<file path="src/rtl/dac_ser_pkg.sv">
package dac_ser_pkg;

  typedef enum logic [2:0] {
    ST_IDLE,
    ST_SETUP,
    ST_SCK_HI,
    ST_SCK_LO,
    ST_HOLD,
    ST_LD_WAIT,
    ST_LD_PULSE,
    ST_LD_REC
  } seq_state_e;

  // Index of each timing count inside the packed configuration vector
  localparam int T_SETUP  = 0;
  localparam int T_SCK_HI = 1;
  localparam int T_SCK_LO = 2;
  localparam int T_HOLD   = 3;
  localparam int T_LD_DLY = 4;
  localparam int T_LD_W   = 5;
  localparam int T_LD_REC = 6;
  localparam int NUM_T    = 7;

  // Minimum number of cycles each timing count is clamped to
  function automatic int min_len(input int idx);
    return (idx == T_SCK_HI || idx == T_SCK_LO) ? 2 : 1;
  endfunction

endpackage

</file>
<file path="src/rtl/dac_phase_timer.sv">
module dac_phase_timer #(
  parameter int CNT_W = 8
) (
  input  logic             clk,
  input  logic             rst,
  input  logic             load,
  input  logic [CNT_W-1:0] load_val,
  output logic             done
);

  logic [CNT_W-1:0] cnt_q;

  always_ff @(posedge clk) begin
    if (rst) begin
      cnt_q <= '0;
    end else if (load) begin
      cnt_q <= load_val;
    end else if (cnt_q != '0) begin
      cnt_q <= cnt_q - 1'b1;
    end
  end

  assign done = (cnt_q == '0);

endmodule

</file>
<file path="src/rtl/dac_timing_regs.sv">
module dac_timing_regs
  import dac_ser_pkg::*;
#(
  parameter int CNT_W = 8
) (
  input  logic                        clk,
  input  logic                        rst,
  input  logic                        capture,
  input  logic [NUM_T-1:0][CNT_W-1:0] cfg_in,
  output logic [NUM_T-1:0][CNT_W-1:0] reload
);

  for (genvar gi = 0; gi < NUM_T; gi++) begin : g_field
    localparam logic [CNT_W-1:0] MIN_V = CNT_W'(min_len(gi));
    logic [CNT_W-1:0] held_q;
    logic [CNT_W-1:0] src;
    logic [CNT_W-1:0] eff;

    always_ff @(posedge clk) begin
      if (rst) begin
        held_q <= '0;
      end else if (capture) begin
        held_q <= cfg_in[gi];
      end
    end

    // At the accepting edge the live value is used; afterwards the held one
    assign src        = capture ? cfg_in[gi] : held_q;
    assign eff        = (src < MIN_V) ? MIN_V : src;
    assign reload[gi] = eff - 1'b1;
  end

endmodule

</file>
<file path="src/rtl/dac_frame_shifter.sv">
module dac_frame_shifter #(
  parameter int ADDR_W = 2,
  parameter int PAD_W  = 2,
  parameter int CODE_W = 12
) (
  input  logic              clk,
  input  logic              rst,
  input  logic              load,
  input  logic              shift,
  input  logic [ADDR_W-1:0] chan,
  input  logic [CODE_W-1:0] code,
  output logic              msb_next
);

  localparam int FRAME_W = ADDR_W + PAD_W + CODE_W;

  logic [FRAME_W-1:0] frame;
  logic [FRAME_W-1:0] sreg_q;
  logic [FRAME_W-1:0] sreg_n;

  if (PAD_W > 0) begin : g_pad
    assign frame = {chan, {PAD_W{1'b0}}, code};
  end else begin : g_nopad
    assign frame = {chan, code};
  end

  always_comb begin
    if (load) begin
      sreg_n = frame;
    end else if (shift) begin
      sreg_n = {sreg_q[FRAME_W-2:0], 1'b0};
    end else begin
      sreg_n = sreg_q;
    end
  end

  always_ff @(posedge clk) begin
    if (rst) begin
      sreg_q <= '0;
    end else begin
      sreg_q <= sreg_n;
    end
  end

  assign msb_next = sreg_n[FRAME_W-1];

endmodule

</file>
<file path="src/rtl/dac_seq_fsm.sv">
module dac_seq_fsm
  import dac_ser_pkg::*;
#(
  parameter int CNT_W   = 8,
  parameter int FRAME_W = 16
) (
  input  logic                        clk,
  input  logic                        rst,
  input  logic                        req_valid,
  input  logic                        req_load,
  input  logic                        tmr_done,
  input  logic [NUM_T-1:0][CNT_W-1:0] reload,
  output seq_state_e                  st_q,
  output seq_state_e                  st_n,
  output logic                        accept,
  output logic                        tmr_load,
  output logic [CNT_W-1:0]            tmr_val,
  output logic                        sh_shift
);

  localparam int BIT_W = $clog2(FRAME_W);

  logic [BIT_W-1:0] bits_q;
  logic [BIT_W-1:0] bits_n;
  logic             ld_flag_q;

  always_comb begin
    st_n     = st_q;
    bits_n   = bits_q;
    accept   = 1'b0;
    tmr_load = 1'b0;
    tmr_val  = '0;
    sh_shift = 1'b0;
    case (st_q)
      ST_IDLE: begin
        if (req_valid) begin
          accept   = 1'b1;
          st_n     = ST_SETUP;
          tmr_load = 1'b1;
          tmr_val  = reload[T_SETUP];
          bits_n   = BIT_W'(FRAME_W - 1);
        end
      end
      ST_SETUP: begin
        if (tmr_done) begin
          st_n     = ST_SCK_HI;
          tmr_load = 1'b1;
          tmr_val  = reload[T_SCK_HI];
        end
      end
      ST_SCK_HI: begin
        if (tmr_done) begin
          tmr_load = 1'b1;
          if (bits_q == '0) begin
            st_n    = ST_HOLD;
            tmr_val = reload[T_HOLD];
          end else begin
            st_n     = ST_SCK_LO;
            tmr_val  = reload[T_SCK_LO];
            sh_shift = 1'b1;
          end
        end
      end
      ST_SCK_LO: begin
        if (tmr_done) begin
          st_n     = ST_SCK_HI;
          tmr_load = 1'b1;
          tmr_val  = reload[T_SCK_HI];
          bits_n   = bits_q - 1'b1;
        end
      end
      ST_HOLD: begin
        if (tmr_done) begin
          if (ld_flag_q) begin
            st_n     = ST_LD_WAIT;
            tmr_load = 1'b1;
            tmr_val  = reload[T_LD_DLY];
          end else begin
            st_n = ST_IDLE;
          end
        end
      end
      ST_LD_WAIT: begin
        if (tmr_done) begin
          st_n     = ST_LD_PULSE;
          tmr_load = 1'b1;
          tmr_val  = reload[T_LD_W];
        end
      end
      ST_LD_PULSE: begin
        if (tmr_done) begin
          st_n     = ST_LD_REC;
          tmr_load = 1'b1;
          tmr_val  = reload[T_LD_REC];
        end
      end
      ST_LD_REC: begin
        if (tmr_done) begin
          st_n = ST_IDLE;
        end
      end
      default: st_n = ST_IDLE;
    endcase
  end

  always_ff @(posedge clk) begin
    if (rst) begin
      st_q      <= ST_IDLE;
      bits_q    <= '0;
      ld_flag_q <= 1'b0;
    end else begin
      st_q   <= st_n;
      bits_q <= bits_n;
      if (accept) begin
        ld_flag_q <= req_load;
      end
    end
  end

endmodule

</file>
<file path="src/rtl/dac_serial_master.sv">
module dac_serial_master
  import dac_ser_pkg::*;
#(
  parameter int ADDR_W = 2,
  parameter int PAD_W  = 2,
  parameter int CODE_W = 12,
  parameter int CNT_W  = 8
) (
  input  logic              clk,
  input  logic              rst,
  input  logic              req_valid,
  output logic              req_ready,
  input  logic [ADDR_W-1:0] req_chan,
  input  logic [CODE_W-1:0] req_code,
  input  logic              req_load,
  input  logic [CNT_W-1:0]  cfg_cs_setup,
  input  logic [CNT_W-1:0]  cfg_sck_high,
  input  logic [CNT_W-1:0]  cfg_sck_low,
  input  logic [CNT_W-1:0]  cfg_cs_hold,
  input  logic [CNT_W-1:0]  cfg_ld_delay,
  input  logic [CNT_W-1:0]  cfg_ld_width,
  input  logic [CNT_W-1:0]  cfg_ld_recover,
  output logic              dac_cs_n,
  output logic              dac_sclk,
  output logic              dac_sdi,
  output logic              dac_ld_n,
  output logic              busy
);

  localparam int FRAME_W = ADDR_W + PAD_W + CODE_W;

  logic [NUM_T-1:0][CNT_W-1:0] cfg_vec;
  logic [NUM_T-1:0][CNT_W-1:0] reload;
  seq_state_e                  st_q;
  seq_state_e                  st_n;
  logic                        accept;
  logic                        tmr_load;
  logic [CNT_W-1:0]            tmr_val;
  logic                        tmr_done;
  logic                        sh_shift;
  logic                        msb_next;
  logic                        frame_n;

  assign cfg_vec[T_SETUP]  = cfg_cs_setup;
  assign cfg_vec[T_SCK_HI] = cfg_sck_high;
  assign cfg_vec[T_SCK_LO] = cfg_sck_low;
  assign cfg_vec[T_HOLD]   = cfg_cs_hold;
  assign cfg_vec[T_LD_DLY] = cfg_ld_delay;
  assign cfg_vec[T_LD_W]   = cfg_ld_width;
  assign cfg_vec[T_LD_REC] = cfg_ld_recover;

  dac_timing_regs #(.CNT_W(CNT_W)) i_timing (
    .clk     (clk),
    .rst     (rst),
    .capture (accept),
    .cfg_in  (cfg_vec),
    .reload  (reload)
  );

  dac_seq_fsm #(.CNT_W(CNT_W), .FRAME_W(FRAME_W)) i_fsm (
    .clk       (clk),
    .rst       (rst),
    .req_valid (req_valid),
    .req_load  (req_load),
    .tmr_done  (tmr_done),
    .reload    (reload),
    .st_q      (st_q),
    .st_n      (st_n),
    .accept    (accept),
    .tmr_load  (tmr_load),
    .tmr_val   (tmr_val),
    .sh_shift  (sh_shift)
  );

  dac_phase_timer #(.CNT_W(CNT_W)) i_timer (
    .clk      (clk),
    .rst      (rst),
    .load     (tmr_load),
    .load_val (tmr_val),
    .done     (tmr_done)
  );

  dac_frame_shifter #(.ADDR_W(ADDR_W), .PAD_W(PAD_W), .CODE_W(CODE_W)) i_shift (
    .clk      (clk),
    .rst      (rst),
    .load     (accept),
    .shift    (sh_shift),
    .chan     (req_chan),
    .code     (req_code),
    .msb_next (msb_next)
  );

  assign frame_n = (st_n == ST_SETUP) || (st_n == ST_SCK_HI) ||
                   (st_n == ST_SCK_LO) || (st_n == ST_HOLD);

  // Pin registers follow the state being entered, so pins and state agree
  always_ff @(posedge clk) begin
    if (rst) begin
      dac_cs_n <= 1'b1;
      dac_sclk <= 1'b0;
      dac_sdi  <= 1'b0;
      dac_ld_n <= 1'b1;
    end else begin
      dac_cs_n <= ~frame_n;
      dac_sclk <= (st_n == ST_SCK_HI);
      dac_sdi  <= frame_n & msb_next;
      dac_ld_n <= (st_n != ST_LD_PULSE);
    end
  end

  assign req_ready = (st_q == ST_IDLE);
  assign busy      = (st_q != ST_IDLE);

endmodule

</file>
<file path="config.mk">
export PLATFORM = sky130hd
export DESIGN_NAME = dac_serial_master
export DESIGN_NICKNAME = d
export VERILOG_FILES = /design/src/rtl/dac_ser_pkg.sv /design/src/rtl/dac_phase_timer.sv /design/src/rtl/dac_timing_regs.sv /design/src/rtl/dac_frame_shifter.sv /design/src/rtl/dac_seq_fsm.sv /design/src/rtl/dac_serial_master.sv
export SDC_FILE = /design/constraint.sdc
export NUM_CORES = 1
export LEC_CHECK = 0
export ABC_AREA = 0
export CORE_MARGIN = 3
export CORE_UTILIZATION = 50
export DETAILED_ROUTE_END_ITERATION = 6
export DONT_BUFFER_PORTS = 1
export PLACE_DENSITY = 0.77
export SETUP_SLACK_MARGIN = 0.02
export SYNTH_ARGS = -nofsm -noshare
export SYNTH_HDL_FRONTEND = slang
export SYNTH_SLANG_ARGS = --single-unit
</file>
<file path="constraint.sdc">
create_clock -name clk -period 3.6 [get_ports clk]
set_input_delay 0.54 -clock clk [delete_from_list [all_inputs] [get_ports clk]]
set_output_delay 0.54 -clock clk [all_outputs]
set_load 0.1 [all_outputs]
</file>
== Yosys cells after proc, flatten, opt, wreduce, memory -nomap -nowiden ==
Cells that the tools add are included.

* $add $sub $neg: 9
* Magnitude comparators: 7
* Equal/unequal tests: 14
* Muxes and demuxes: 49
* Bitwise logic cells: 2
* Reduce and logical (&&, ||, !) cells: 15

{| class="wikitable"
|+ Operator list
! kind !! count
|-
| 8-bit 2-to-1 mux || 24
|-
| 8-bit by 1-bit subtractor with 8-bit output (second input constant) || 8
|-
| 8-bit one-hot mux with 6 select lines || 1
|-
| 8-bit by 1-bit < comparator with 1-bit output (second input constant) || 5
|-
| 16-bit 2-to-1 mux || 2
|-
| 3-bit 2-to-1 mux || 9
|-
| 3-bit one-hot mux with 7 select lines || 1
|-
| 8-bit by 2-bit < comparator with 1-bit output (second input constant) || 2
|-
| 3-bit == test (second input constant) || 5
|-
| 3-bit by 2-bit == test with 1-bit output (second input constant) || 4
|-
| 8-bit zero test || 1
|-
| 1-bit 2-to-1 mux || 8
|-
| 4-bit 2-to-1 mux || 2
|-
| 4-bit one-hot mux with 2 select lines || 1
|-
| 8-bit nonzero test || 1
|-
| 3-bit by 1-bit == test with 1-bit output (second input constant) || 2
|-
| 2-bit nonzero test || 3
|-
| 5-bit OR reduction || 1
|-
| 4-bit zero test || 1
|-
| 2-bit OR reduction || 2
|-
| 4-bit by 1-bit subtractor with 4-bit output (second input constant) || 1
|-
| 3-bit zero test || 1
|-
| 1-bit logical OR || 3
|-
| 3-bit != test (second input constant) || 1
|-
| other kinds (7) || 7
|}

* Flip-flop bits (word level): 92
* Input port bits: 74

== Depth between registers and ports, before layout ==
* Depth in word-level cells: 10
* Mapped depth: 15
* Gate-level depth less buffers: 13

== By module ==
Synthesis repeated with hierarchy kept, for this count alone.

* Cells, all modules: 656
* Area, all modules: 5698.0 um^2

{| class="wikitable"
|+ Modules (own cells, without submodules)
! module !! times used !! cells an instance !! area an instance (um^2) !! sequential area each (um^2)
|-
| dac_timing_regs || 1 || 399 || 3453.3 || 1121.1
|-
| dac_seq_fsm || 1 || 121 || 895.9 || 160.2
|-
| dac_frame_shifter || 1 || 70 || 734.5 || 320.3
|-
| dac_phase_timer || 1 || 53 || 475.5 || 160.2
|-
| dac_serial_master || 1 || 13 || 138.9 || 80.1
|}

== Worst setup path before layout ==
OpenSTA, ideal clock, no wires.

* Path kind: register to output
* Start point: reg i_fsm.st_q[2]
* End point: out busy
* Arrival: 4100 ps
* Setup slack: -1040 ps
* Cell stages (with the launch flop): 5
* Path buffers: 2
* Path through: dfxtp_1 -> clkbuf_1 -> clkbuf_1 -> nor3_1 -> inv_1

* Longest elaborated chain between the ends: 1

{| class="wikitable"
|+ Ends and longest elaborated chain
! what !! line !! source
|-
| from (decl) || dac_seq_fsm.sv:13 || <nowiki>output seq_state_e st_q,</nowiki>
|-
| from (signal assigned) || dac_seq_fsm.sv:112 || <nowiki>st_q <= st_n;</nowiki>
|-
| 3-bit nonzero test || dac_serial_master.sv:112 || <nowiki>assign busy = (st_q != ST_IDLE);</nowiki>
|-
| to (decl) || dac_serial_master.sv:27 || <nowiki>output logic busy</nowiki>
|}

No other way between the ends.

== Worst setup path in the final report ==
* Start point: reg i_fsm.bits_q[0]
* End point: reg i_timer.cnt_q[6]

* Longest elaborated chain between the ends: 5

{| class="wikitable"
|+ Ends and longest elaborated chain
! what !! line !! source
|-
| from (decl) || dac_seq_fsm.sv:23 || <nowiki>logic [BIT_W-1:0] bits_q;</nowiki>
|-
| from (signal assigned) || dac_seq_fsm.sv:113 || <nowiki>bits_q <= bits_n;</nowiki>
|-
| 4-bit zero test || dac_seq_fsm.sv:54 || <nowiki>if (bits_q == '0) begin</nowiki>
|-
| 8-bit 2-to-1 mux || dac_seq_fsm.sv:54 ||
|-
| 8-bit 2-to-1 mux || dac_seq_fsm.sv:52 || <nowiki>if (tmr_done) begin</nowiki>
|-
| 8-bit one-hot mux with 6 select lines || dac_seq_fsm.sv:34 || <nowiki>case (st_q)</nowiki>
|-
| 8-bit 2-to-1 mux || dac_phase_timer.sv:16 || <nowiki>end else if (load) begin</nowiki>
|-
| to (signal assigned) || dac_phase_timer.sv:17 || <nowiki>cnt_q <= load_val;</nowiki>
|-
| to (signal assigned) || dac_phase_timer.sv:19 || <nowiki>cnt_q <= cnt_q - 1'b1;</nowiki>
|-
| to (decl) || dac_phase_timer.sv:11 || <nowiki>logic [CNT_W-1:0] cnt_q;</nowiki>
|}

No other way between the ends.
A chain may end at the register's enable or synchronous reset.

==> summary.md <==
| Metric | Value |
|---|---|
| Root Buffer Master | clkbuf_8 |
| VDD IR max | 0.239 mV |
| First-pass GRT wire length | 23300 um |
| # Post-CTS Setup Buffers | 0 |
| Avg WL per Cell | around 17 um |
| Async SR Flop Fraction | 0% |
| RSZ-0062 raised after global routing | no |
| Reg2reg path depth | 9 |
| Leak | 2.13 nW |
| Critical-path top delay cell | or3b_1 |
| H-Tree Level Count | 3 |
| Fillers | 999 |
| IO Count | 80 |
| Clock skew | 0.0146 ns |
| GPL Wtd Cong | ~0.94 |
| Syn_nets | 760 |
| NumNets Final | 740 |
| Cells after synthesis | 678 |
| ANT cells | 0 |
| Slowest stage delay, CP | 0.64 ns |
| Vias | 4946 |
| Num CTS Buffers | 9 |
| Placed Area | 0.00554 mm^2 |
| # DRC | 0 |
| Startpoint types | flop |
| Post-synthesis sequential area ratio | 33.8% |
| Initial antenna violation count | 0 |
| Final Hold Violating Endpoints | 0 |
| Synth warnings | 0 |
| Setup violators final | 0 |
| Netlist cell types | 68 |
| PortBufs | 0 |
| Cell area after synthesis | 0.00545 mm^2 |
| Sink Count | slightly above 90 |
| Comb power frac | 43.0% |
| Synth top area share | 33.8% |
| CTS Hold Bufs | 0 |
| Die area | 0.0122 mm^2 |
| Status | completed |
| Most common cell after layout, fill and taps aside | nand2_1 |
| Final Cell Area | around 0.0058 mm^2 |
| Worst skew pair latency | ~0.37 ns |
| Worst-path fanout max | 16 |
| Clk buf depth | 2 |
| DP HPWL | 10000 um |
| TritonCTS clock tree | done |
| DR iter-0 viols | 323 |
| Post-CTS Resized | 0 |
| F_max | 0.306 GHz |
| Mapped Avg Cell Area | 8.04 um^2 |
| CP Class | flop to flop |
| Clock power frac | 21.0% |
| Final wirelength | 13800 um |
| Net Switching | 1.57 mW |
| Chip Width | 110 um |
| Commonest non-fill, non-tap cells in the layout | nand2_1 (106), dfxtp_1 (92), nor2_1 (65), a21oi_1 (61), mux2i_1 (35) |
| Core Footprint | 0.0105 mm^2 |
| CP arrival | 3.53 ns |
| Top area cells in the synthesized netlist | dfxtp_1 (34%), nand2_1 (7.3%), mux2i_1 (6.4%), a21oi_1 (5.6%), nor2_1 (4.5%) |
| Setup TNS | 0 ns |
| Top FF cell, synth | dfxtp_1 |
| Grt ovf | 0 |
| CP required | a little under 4 ns |
| Relative slew margins | 36.9% |
| P_int | 2.27 mW |
| Vias per cell | 6.19 |
| Post-layout util | about 55% |
| Vias in the first global route | 4769 |
| Total track usage | 22.4% |
| Die span in y | 110 um |
| Switching Share | approximately two fifths |
| Worst min path class | input pin to flop |
| Max Slew Vio Count | 0 |
| Clock period minus worst slack | 3.27 ns |
| Flop pwr share | approximately 36% |
| Std cell rows | 37 |
| Pwr Density | 665 mW/mm^2 |
| Post-synth EDFFs | 0 |
| Yosys reg bits | 92 |
| CP Cell Sequence | inv_1 > ha_1 > or3b_1 > a211o_2 > a222oi_1 > nand3_1 > xor2_1 > nor2_1 > o41a_1 |
| Largest net degree at the start of global routing | 92 |
| WHS Path Cells | 1 |
| Critical path capture point type | flop |
| Period utilization | 90.8% |
| ANT nets after route | 0 |
| Max_cap viols | 0 |
| Pre-antenna DRT Iters | 5 |
| Initial Util | about 52% |
| Cell taking the most area after synthesis | dfxtp_1 |
| Worst slew pin tran | between 0.9 and 1 ns |
| Clk slew on worst S/H paths | ~0.10 ns |
| Hold slack | 0.234 ns |
| Layout cells sized above 1 | just under 9% |
| Syn-to-layout area delta | 5.95% |
## final cells by class
class	count	area, um^2	area share (%)
tap	136	170	2.95
clock inverter	6	93.8	1.63
timing repair buffer	13	123	2.12
multi-input combinational	529	3360	58.2
inverter	13	48.8	0.845
sequential	92	1840	31.9
clock buffer	10	138	2.38
## metrics by stage
step / cells / power (mW) / setup WS, ns
finish: 799 / 3.84 / 0.332
detailed placement: 783 / 3.02 / 0.415
global route: 799 / 4.08 / 0.143
global placement: 783 / 2.98 / 0.527
floorplan: 678 / 2.71 / 0.209
CTS: 799 / 3.83 / 0.406
## layer usage
metal / GRT usage [%] / vias up / part of all wire, %
li1: - / 2419 / -
met1: 30.1 / 2306 / 45
met2: 34.7 / 196 / 45
met3: 6.74 / 25 / 8.9
met4: 6.65 / 0 / 1.8
met5: 0 / - / 0
## power groups by stage
stage                     Clock (mW)  Combinational [mW]  Sequential (mW)
after floorplan                    0                1.35             1.36
after global placement             0                1.59             1.39
after detailed placement           0                1.62             1.40
after CTS                      0.817                1.63             1.38
after global routing           0.861                1.81             1.40
final                          0.806                1.65             1.38
## worst max-delay path, delay by kind of cell, from the launching register on
| kind | cells | cell delay [ns] |
|---|---|---|
| AOI/OAI and AO/OA | 3 | 1.34 |
| xor gates and xnor gates | 1 | 0.19 |
| adders and majority gates | 1 | 0.32 |
| buffers and inverters | 1 | 0.06 |
| DFF | 1 | 0.34 |
| and+or+nand+nor | 3 | 0.91 |
## path summary, 6_finish.rpt
| path | startpoint | end | slack, ns |
|---|---|---|---|
| hold / removal | rst | i_timer.cnt_q[7]$_SDFFE_PP0P_ | 0.23 |
| setup reg to reg | i_fsm.bits_q[0]$_SDFFE_PP0P_ | i_timer.cnt_q[6]$_SDFFE_PP0P_ | 0.33 |
| setup / recovery | i_fsm.bits_q[0]$_SDFFE_PP0P_ | i_timer.cnt_q[6]$_SDFFE_PP0P_ | 0.33 |
| hold reg to reg | i_timing.g_field[0].held_q[3]$_SDFF_PP0_ | i_timing.g_field[0].held_q[3]$_SDFF_PP0_ | 0.46 |
## flip-flops by register name (all words and copies together) (netlist names), 3 cells and up
register and count:
i_fsm.bits_q 4, i_fsm.st_q 3, i_shift.sreg_q 16, i_timer.cnt_q 8, i_timing.g_field.held_q 56
## synth_stat cells, types with 6 or more instances
library cell    n
nand2_1       106
dfxtp_1        92
nor2_1         65
a21oi_1        61
mux2i_1        35
nor3_1         34
clkbuf_1       30
xor2_1         22
a211oi_1       21
nor4_1         14
inv_1          13
xnor2_1        12
nand3_1        11
o211ai_1       10
o22ai_1        10
ha_1            8
or3_1           8
a211o_1         7
buf_2           7
o21ai_0         7
or4_1           7
a31oi_1         6
and4bb_2        6
o31ai_1         6
## logic make-up (layout without fill, tap and decap cells)
family	after synthesis	in the layout	share of synthesized area, %
flip-flops	92	92	33.8
XOR/XNOR	34	34	5.46
buffers and inverters	57	42	4.78
multiplexers	39	39	7.46
AND/OR/NAND/NOR	288	288	26.4
adder cells (fa/ha/maj)	8	8	1.84
AO/OA/AOI/OAI	160	160	20.3
(Power assumes the default switching activity.)
